[src/rtl/tmr_pkg.sv]
package tmr_pkg;
  typedef enum logic [2:0] {
    MD_FROZEN = 3'b000,
    MD_SET    = 3'b001,
    MD_CLR    = 3'b010,
    MD_TOG    = 3'b011,
    MD_PWM1   = 3'b110,
    MD_PWM2   = 3'b111
  } oc_mode_e;

  localparam logic [2:0] A_PSC  = 3'd0;
  localparam logic [2:0] A_ARR  = 3'd1;
  localparam logic [2:0] A_CCR  = 3'd2;
  localparam logic [2:0] A_CTRL = 3'd3;
  localparam logic [2:0] A_FCLR = 3'd4;

  localparam int CTRL_PRE_BIT = 3;
  localparam int CTRL_EN_BIT  = 4;
endpackage

[src/rtl/tmr_shadow.sv]
module tmr_shadow #(
  parameter int W = 16
) (
  input  logic         clk,
  input  logic         rst_n,
  input  logic         we,
  input  logic [W-1:0] wdata,
  input  logic         buffered,
  input  logic         uev,
  output logic [W-1:0] act,
  output logic [W-1:0] act_nxt
);
  logic [W-1:0] shadow_q;

  always_comb begin
    act_nxt = act;
    if (we && !buffered)
      act_nxt = wdata;
    else if (uev && buffered)
      act_nxt = shadow_q;
  end

  always_ff @(posedge clk or negedge rst_n) begin
    if (!rst_n) begin
      shadow_q <= '0;
      act      <= '0;
    end else begin
      if (we) shadow_q <= wdata;
      act <= act_nxt;
    end
  end


  buf_hold_chk: assert property (@(posedge clk) disable iff (!rst_n)
    (buffered && !uev) |=> $stable(act));
endmodule

[src/rtl/tmr_timebase.sv]
module tmr_timebase #(
  parameter int W  = 16,
  parameter int PW = 16
) (
  input  logic          clk,
  input  logic          rst_n,
  input  logic          en,
  input  logic [PW-1:0] psc,
  input  logic [W-1:0]  arr,
  output logic          tick,
  output logic          uev,
  output logic [W-1:0]  cnt,
  output logic [W-1:0]  cnt_nxt
);
  logic [PW-1:0] pcnt_q;
  logic          at_top;

  assign tick   = en && (pcnt_q >= psc);
  assign at_top = (cnt >= arr);
  assign uev    = tick && at_top;

  always_comb begin
    cnt_nxt = cnt;
    if (tick) cnt_nxt = at_top ? '0 : cnt + 1'b1;
  end

  always_ff @(posedge clk or negedge rst_n) begin
    if (!rst_n) begin
      pcnt_q <= '0;
      cnt    <= '0;
    end else begin
      if (tick)    pcnt_q <= '0;
      else if (en) pcnt_q <= pcnt_q + 1'b1;
      cnt <= cnt_nxt;
    end
  end


  cnt_hold_chk: assert property (@(posedge clk) disable iff (!rst_n)
    !tick |=> $stable(cnt));

  pre_restart_chk: assert property (@(posedge clk) disable iff (!rst_n)
    tick |=> (pcnt_q == '0));

  cnt_wrap_chk: assert property (@(posedge clk) disable iff (!rst_n)
    (tick && at_top) |=> (cnt == '0));
endmodule

[src/rtl/tmr_channel.sv]
module tmr_channel
  import tmr_pkg::*;
#(
  parameter int W = 16
) (
  input  logic         clk,
  input  logic         rst_n,
  input  logic         tick,
  input  logic [W-1:0] cnt_nxt,
  input  logic [W-1:0] ccr_nxt,
  input  oc_mode_e     mode,
  input  logic         clr,
  output logic         pin,
  output logic         flag
);
  logic hit;
  logic below;

  assign hit   = tick && (cnt_nxt == ccr_nxt);
  assign below = (cnt_nxt < ccr_nxt);

  always_ff @(posedge clk or negedge rst_n) begin
    if (!rst_n) begin
      pin  <= 1'b0;
      flag <= 1'b0;
    end else begin
      if (hit)      flag <= 1'b1;
      else if (clr) flag <= 1'b0;
      case (mode)
        MD_SET:  if (hit)  pin <= 1'b1;
        MD_CLR:  if (hit)  pin <= 1'b0;
        MD_TOG:  if (hit)  pin <= ~pin;
        MD_PWM1: if (tick) pin <= below;
        MD_PWM2: if (tick) pin <= ~below;
        default: pin <= pin;
      endcase
    end
  end


  flag_sticky_chk: assert property (@(posedge clk) disable iff (!rst_n)
    (flag && !clr) |=> flag);

  flag_clear_chk: assert property (@(posedge clk) disable iff (!rst_n)
    (clr && !hit) |=> !flag);

  tog_flip_chk: assert property (@(posedge clk) disable iff (!rst_n)
    (mode == MD_TOG && hit) |=> (pin != $past(pin)));

  frozen_chk: assert property (@(posedge clk) disable iff (!rst_n)
    (mode == MD_FROZEN) |=> $stable(pin));

  pwm2_zero_chk: assert property (@(posedge clk) disable iff (!rst_n)
    (mode == MD_PWM2 && tick && ccr_nxt == '0) |=> pin);
endmodule

[src/rtl/tmr_oc_pwm.sv]
module tmr_oc_pwm
  import tmr_pkg::*;
#(
  parameter int W  = 16,
  parameter int PW = 16
) (
  input  logic        clk,
  input  logic        rst_n,
  input  logic        cfg_we,
  input  logic [2:0]  cfg_addr,
  input  logic [15:0] cfg_wdata,
  output logic        pin_out,
  output logic        match_flag
);
  logic [2:0]    mode_q;
  logic          pre_q;
  logic          en_q;
  logic          wr_psc, wr_arr, wr_ccr, wr_ctrl, wr_fclr;
  logic          tick, uev;
  logic [W-1:0]  cnt, cnt_nxt;
  logic [PW-1:0] psc_act, psc_nxt;
  logic [W-1:0]  arr_act, arr_nxt, ccr_act, ccr_nxt;

  assign wr_psc  = cfg_we && (cfg_addr == A_PSC);
  assign wr_arr  = cfg_we && (cfg_addr == A_ARR);
  assign wr_ccr  = cfg_we && (cfg_addr == A_CCR);
  assign wr_ctrl = cfg_we && (cfg_addr == A_CTRL);
  assign wr_fclr = cfg_we && (cfg_addr == A_FCLR);

  always_ff @(posedge clk or negedge rst_n) begin
    if (!rst_n) begin
      mode_q <= MD_FROZEN;
      pre_q  <= 1'b0;
      en_q   <= 1'b0;
    end else if (wr_ctrl) begin
      mode_q <= cfg_wdata[2:0];
      pre_q  <= cfg_wdata[CTRL_PRE_BIT];
      en_q   <= cfg_wdata[CTRL_EN_BIT];
    end
  end

  tmr_shadow #(.W(PW)) u_psc (
    .clk(clk), .rst_n(rst_n), .we(wr_psc), .wdata(cfg_wdata[PW-1:0]),
    .buffered(en_q), .uev(uev), .act(psc_act), .act_nxt(psc_nxt));

  tmr_shadow #(.W(W)) u_arr (
    .clk(clk), .rst_n(rst_n), .we(wr_arr), .wdata(cfg_wdata[W-1:0]),
    .buffered(en_q), .uev(uev), .act(arr_act), .act_nxt(arr_nxt));

  tmr_shadow #(.W(W)) u_ccr (
    .clk(clk), .rst_n(rst_n), .we(wr_ccr), .wdata(cfg_wdata[W-1:0]),
    .buffered(en_q && pre_q), .uev(uev), .act(ccr_act), .act_nxt(ccr_nxt));

  tmr_timebase #(.W(W), .PW(PW)) u_tb (
    .clk(clk), .rst_n(rst_n), .en(en_q), .psc(psc_act), .arr(arr_act),
    .tick(tick), .uev(uev), .cnt(cnt), .cnt_nxt(cnt_nxt));

  tmr_channel #(.W(W)) u_ch (
    .clk(clk), .rst_n(rst_n), .tick(tick), .cnt_nxt(cnt_nxt),
    .ccr_nxt(ccr_nxt), .mode(oc_mode_e'(mode_q)), .clr(wr_fclr),
    .pin(pin_out), .flag(match_flag));


  arr_buf_chk: assert property (@(posedge clk) disable iff (!rst_n)
    (en_q && !uev) |=> $stable(arr_act));

  stop_hold_chk: assert property (@(posedge clk) disable iff (!rst_n)
    (!en_q && !wr_ctrl) |=> $stable(pin_out));
endmodule

[config.mk]
export PLATFORM = sky130hd
export DESIGN_NAME = tmr_oc_pwm
export DESIGN_NICKNAME = d
export VERILOG_FILES = /design/src/rtl/tmr_pkg.sv /design/src/rtl/tmr_shadow.sv /design/src/rtl/tmr_timebase.sv /design/src/rtl/tmr_channel.sv /design/src/rtl/tmr_oc_pwm.sv
export SDC_FILE = /design/constraint.sdc
export NUM_CORES = 1
export LEC_CHECK = 0
export ABC_AREA = 1
export BUFFER_PORTS_ARGS = -buffer_cell sky130_fd_sc_hd__buf_4
export CORE_MARGIN = 2
export CORE_UTILIZATION = 30
export CTS_BUF_LIST = sky130_fd_sc_hd__clkbuf_16
export CTS_CLUSTER_DIAMETER = 40
export DETAILED_ROUTE_END_ITERATION = 12
export PLACE_DENSITY = 0.51
export SLEW_MARGIN = 25
export SYNTH_ARGS = -nofsm -noshare
export SYNTH_HDL_FRONTEND = slang
export SYNTH_SLANG_ARGS = --single-unit
[constraint.sdc]
create_clock -name clk -period 4.1 [get_ports clk]
set_input_delay 0.82 -clock clk [delete_from_list [all_inputs] [get_ports clk]]
set_output_delay 0.82 -clock clk [all_outputs]
set_load 0.02 [all_outputs]
# Word level (Yosys, flattened, before mapping)
# Index checks and enable logic that the tools add are counted.
word_totals:
  regBits: 135
  input_bits: 22
classes:
  addsub: 2
  magnitude_cmp: 3
  n_eq_ne: 15
  mux: 18
  n_bitwise: 2
  reduce_logical: 23
ops:
  columns: ["op", "n"]
  rows:
  - ["2-to-1 mux 16 bit", 10]
  - ["adder 16 x 1 -> 16 bit, second input constant", 2]
  - [">= comparator 16 bit", 2]
  - ["equality test 16 bit", 1]
  - ["less-than comparator 16 bit", 1]
  - ["logical AND 1 bit", 14]
  - ["equality test 3 x 2 -> 1 bit, second input constant", 4]
  - ["!= test 2 x 1 -> 1 bit, second input constant", 5]
  - ["equality test 3 bit, second input constant", 3]
  - ["nonzero test 2 bit", 4]
  - ["2-to-1 mux 1 bit", 7]
  - ["equality test 3 x 1 -> 1 bit, second input constant", 2]
  - ["AND reduction 6 bit", 1]
  - ["one-hot mux 1 bit (5 select lines)", 1]
  - ["nonzero test 5 bit", 1]
  - ["logical NOT 3 bit", 1]
  - ["logical NOT 1 bit", 2]
  - ["NOT 1 bit", 2]

# Longest topological paths before layout
logic_depth:
  word_depth: 10
  ltp_mapped: 29
  mapped_depth_nobuf: 28

# By module
# Synthesis repeated with hierarchy kept, for this count alone.
unflattened:
  cells_unflattened: 1031
  area_unflattened_um2: 7773.7
modules_own_cells:
  columns: ["module", "n_inst", "cells_each", "area_per_inst_um2"]
  rows:
  - ["tmr_shadow", 3, 169, 1396.3]
  - ["tmr_timebase", 1, 393, 2735.1]
  - ["tmr_channel", 1, 95, 588.1]
  - ["tmr_oc_pwm", 1, 36, 261.5]

# Worst setup path after synthesis
# No wires, ideal clock.
synth_timing:
  path_type: "in2reg"
  start: "in cfg_we"
  end: "reg u_ch.pin"
  setup_time_ns: 0.117
  arrival_time_ns: 2.913
  required_ns: 3.983
  slack_ns: 1.070
  path_stages: 21
  n_path_buf: 1
  cell_sequence: "inv_1 -> nor2_2 -> inv_1 -> nor3_2 -> nand2_1 -> inv_1 -> buf_2 -> nand2_1 -> nand2_1 -> inv_1 -> ha_1 -> nand2_1 -> inv_1 -> nand3_1 -> nor2_1 -> and3_1 -> o211ai_1 -> a21oi_1 -> inv_1 -> nand2_1 -> nand2_1"
synth_between:
  elab_chain_len: 7
  elab_cells_between_ends: 14
  cone_classes: "1 x order compare; 4 x eq/ne; 4 x mux; 1 x bitwise; 4 x reduce/logical"
synth_lines:
  columns: ["element", "line_no", "source"]
  rows:
  - ["start: declaration", "tmr_oc_pwm.sv:9", "input logic cfg_we,"]
  - ["logical AND 1 bit (*)", "tmr_oc_pwm.sv:26", "assign wr_ccr = cfg_we && (cfg_addr == A_CCR);"]
  - ["logical AND 1 bit (*)", "tmr_shadow.sv:17", "if (we && !buffered)"]
  - ["2-to-1 mux 16 bit (*)", "tmr_shadow.sv:17", null]
  - ["net ccr_nxt[11]", "tmr_oc_pwm.sv:22", "logic [W-1:0] arr_act, arr_nxt, ccr_act, ccr_nxt;"]
  - ["less-than comparator 16 bit or equality test 16 bit (tied branches)", "tmr_channel.sv:20, tmr_channel.sv:19", null]
  - ["NOT 1 bit or logical AND 1 bit (tied branches)", "tmr_channel.sv:34, tmr_channel.sv:19", null]
  - ["2-to-1 mux 1 bit or != test 2 x 1 -> 1 bit (tied branches)", null, null]
  - ["one-hot mux 1 bit (5 select lines) or AND reduction 6 bit (tied branches)", null, null]
  - ["end signal: assignment", "tmr_channel.sv:32", "MD_TOG: if (hit) pin <= ~pin;"]
  - ["end signal: assignment", "tmr_channel.sv:34", "MD_PWM2: if (tick) pin <= ~below;"]
  - ["end signal: assignment", "tmr_channel.sv:35", "default: pin <= pin;"]
  - ["end: declaration", "tmr_channel.sv:13", "output logic pin,"]
# Mark *: on every way through the listed nets, which the timed path passes. The rest lies on a longest branch. The select of a mux whose other input is x is not followed.
# A chain may end at the register's enable or synchronous reset.

# Final worst setup path
layout_timing:
  start: "reg u_tb.cnt[13]"
  end: "reg u_ch.pin"
layout_between:
  elab_cells_between_ends: 19
  cone_classes: "1 x add/sub; 2 x order compare; 4 x eq/ne; 7 x mux; 1 x bitwise; 4 x reduce/logical"
layout_rtl:
  columns: ["element", "line_no", "source"]
  rows:
  - ["start: declaration", "tmr_timebase.sv:12", "output logic [W-1:0] cnt,"]
  - ["start signal: assignment", "tmr_timebase.sv:34", "cnt <= cnt_nxt;"]
  - [">= comparator 16 bit (*)", "tmr_timebase.sv:19", "assign at_top = (cnt >= arr);"]
  - ["2-to-1 mux 16 bit (*) (2 in a row)", "tmr_timebase.sv:24", "if (tick) cnt_nxt = at_top ? '0 : cnt + 1'b1;"]
  - ["net cnt_nxt[3]", "tmr_oc_pwm.sv:20", "logic [W-1:0] cnt, cnt_nxt;"]
  - ["less-than comparator 16 bit or equality test 16 bit (tied branches)", "tmr_channel.sv:20, tmr_channel.sv:19", null]
  - ["NOT 1 bit or logical AND 1 bit (tied branches)", "tmr_channel.sv:34, tmr_channel.sv:19", null]
  - ["2-to-1 mux 1 bit or != test 2 x 1 -> 1 bit (tied branches)", null, null]
  - ["one-hot mux 1 bit (5 select lines) or AND reduction 6 bit (tied branches)", null, null]
# Marks and branches as above.

==> results.py <==
metrics = {
    "drt": {
        "avgViaCountPerCell": 4.67,
        "drtPass1Iterations": 5,
        "wl_per_cell_microns": 15.0,
        "vias": 6068,
        "drc": 0,
        "drt_wl_total_microns": 19500,
        "dr.first_iter.drc_count": 332,
        "ant_nets": 0,
    },
    "logic_synthesis": {
        "ys_top_cells_by_count": "nand2_1, inv_1, dfrtp_1, o21ai_0, ha_1",
        "ys_seq_elements": 135,
        "yosys.area.top_type": "dfrtp_1",
        "ys_types": 40,
        "synthCells": 941,
        "synth_flop_cell": "dfrtp_1",
        "async_flop_share_pct": 100,
        "synth.most_common_cell": "nand2_1",
        "synth_top_cell_area_share_pct": 45.2,
        "synth_edf_count": 0,
        "ys.warnings.count": 0,
        "synth_nets": 1013,
        "mappedNetlistArea_sq_mm": 0.00747,
        "syn_avg_cell_area_sq_um": 7.93,
        "seq_area_frac_synth_pct": 45.2,
        "ys_top_cells_by_area": "dfrtp_1, nand2_1, ha_1, o21ai_0, inv_1",
    },
    "run": {
        "max_cap_viol_count": 0,
    },
    "die": {
        "fp-row-count": 57,
        "dieArea_sq_mm": 0.0262,
        "ios": 24,
        "die_w_microns": 162,
        "die_y_microns": 162,
        "core_sq_mm": 0.0244,
        "initial_core_util_pct": 30.6,
    },
    "global_route": {
        "grt_start_max_net_pins": 88,
        "first_global_vias": 5897,
        "antenna_found_initial": 0,
        "grtUsageTotal_pct": 15.9,
        "grt_overflow": 0,
        "grt_pass1_wl_microns": 32400,
    },
    "placement": {
        "place.gp.congestion": 0.847,
        "place_hpwl_microns": 14300,
        "io_buffers": 23,
    },
    "timing": {
        "fin_crit_ps": 3770,
        "max_freq_ghz": 0.265,
        "fin_skew_ps": 13.9,
        "holdWs_ps": 429,
        "finalSetupViolations": 0,
        "worst_pin_slew_ps": 863,
        "max-slew-margin-rel_pct": 42.5,
        "hold_violations": 0,
        "period_share_pct": 92.0,
        "drv_slew": 0,
        "fin_tns_setup_ps": 0,
        "rsz0062_at_grt": "no",
    },
    "finish": {
        "antenna_cells": 0,
        "finalNetCount": 1035,
        "drive_gt1_share_pct": 8.20,
        "layout-area-overhead-vs-synth_pct": 15.7,
    },
    "pwr": {
        "p_clk_share_pct": 38.1,
        "internal_power_w": 0.00292,
        "switching_power_w": 0.00131,
        "p_comb_share_pct": 21.6,
        "ir_drop_mv": 0.298,
        "power.density_mw_per_mm2": 490,
        "seq_power_share_pct": 40.3,
        "p_leak_nw": 4.27,
        "p_sw_share_pct": 30.9,
    },
    "min_path": {
        "hold_class": "in2async",
    },
    "cts": {
        "cts_inserted_buffers": 17,
        "post-cts-setup-buffers": 0,
        "holdBufCountCts": 0,
        "path_clk_slew_ps": 60,
        "clockBufferDepth": 2,
        "post_cts_resized": 0,
        "cts_tree": "built",
        "clockRootBuffer": "clkbuf_16",
        "htree_levels": 4,
        "clkLatencyLatePin_ps": 420,
        "cts_sinks": 135,
    },
    "setup_path": {
        "end_kind": "register",
        "required_ps": 4410,
        "path_class": "reg2reg",
        "critPathArrivalTime_ps": 4080,
        "start_kind": "register",
        "crit_fanout": 16,
    },
    "run_status": {
        "outcome": "finished, final reports clean",
    },
}
## flip-flops by register name (all words and copies together), names as in the netlist, 3 cells and up
register / cells
u_ccr.shadow_q: 16
u_ccr.act: 16
u_tb.pcnt_q: 16
u_psc.shadow_q: 16
u_tb.cnt: 16
u_psc.act: 16
mode_q: 3
u_arr.act: 16
u_arr.shadow_q: 16
## critical path: stages (launching register included)
cell,delay [ps]
dfrtp_1,420
ha_1,330
nand2_1,70
inv_1,30
o21bai_1,110
nand2_1,70
a21oi_1,290
nand3_4,280
buf_4,290
buf_4,160
o31ai_1,490
ha_1,340
a21oi_1,150
o21ai_0,100
nand2_1,60
o211ai_1,90
nand2_1,100
nand2_1,60
nand2_1,60
nand3b_1,60
nand2_1,60
nand2_1,50
## metal layers
metal  vias to the layer above  routed length, microns  global-route usage [%]  share of wire, %
met3                        15                     509                    2.91               2.6
li1                       3102                       -                       -                 -
met2                        94                    8680                    24.9                45
met4                         0                     288                    4.59               1.5
met1                      2857                   10000                    22.6                51
met5                         -                       0                       0                 0
## path summary, 6_finish.rpt
check	from	endpoint	slack, ps	cells past startpoint
worst max-delay path	u_tb.cnt[13]$_DFF_PN0_	u_ch.pin$_DFFE_PN0P_	330	21
worst min-delay path	rst_n	u_ccr.act[15]$_DFF_PN0_	430	1
worst max register to register	u_tb.cnt[13]$_DFF_PN0_	u_ch.pin$_DFFE_PN0P_	330	21
worst min register to register	u_psc.shadow_q[13]$_DFFE_PN0P_	u_psc.shadow_q[13]$_DFFE_PN0P_	490	2
max in group asynchronous	rst_n	u_tb.cnt[12]$_DFF_PN0_	2890	2
min in group clk	u_psc.shadow_q[13]$_DFFE_PN0P_	u_psc.shadow_q[13]$_DFFE_PN0P_	490	2
## cell families after synthesis
| family | after synthesis | share of synthesized area, % |
|---|---|---|
| AOI/OAI and AO/OA | 173 | 12.6 |
| xor gates and xnor gates | 15 | 1.76 |
| adders and majority gates | 50 | 8.38 |
| buffers and inverters | 178 | 9.37 |
| DFF | 135 | 45.2 |
| muxes | 2 | 0.302 |
| and+or+nand+nor | 388 | 22.3 |
## power groups by stage
stage	sequential [W]	combinational (W)	clock [W]
floorplan	0.00169	0.000664	0
global placement	0.00172	0.000901	0
detailed placement	0.00173	0.000919	0
CTS	0.00171	0.000926	0.00164
global route	0.00173	0.00109	0.00171
finish	0.00170	0.000915	0.00161
## cell type report
cell class | count | area (sq um)
fill | 2563 | 15800
multi-input combinational | 628 | 3400
sequential | 135 | 3380
inverter | 142 | 533
clock buffer | 17 | 425
tap | 324 | 405
timing repair buffer | 39 | 309
clock inverter | 15 | 188
## stage by stage
step	cells	worst slack (ps)	total power (W)	cell area, sq um	utilization, %
after CTS	1300	196	0.00428	8630	35.4
after floorplan	941	1070	0.00235	7470	-
final	1300	327	0.00423	8640	35.4
after global placement	1268	175	0.00262	8020	32.9
after detailed placement	1268	215	0.00265	8020	32.9
after global routing	1300	27.7	0.00453	8640	35.4
## cells in the final DEF (no fill, tap or decap), drive strengths merged
cell      instances
nor2             37
xnor2             2
bufinv            4
nand2           253
clkbuf           17
and3              2
or2               1
clkinvlp          1
nand3b            1
ha               50
o211ai           10
a22o              1
a21oi            27
a31oi             2
nand4            24
clkinv            7
o22ai             2
xor2             13
o21bai            2
nor4              2
inv             145
nor3b             2
buf              39
dfrtp           135
nand3            50
o31ai             8
o21ai           119
a21o              2
mux2              2
nor3             16
Note: power is estimated with default switching activity, not from simulation.
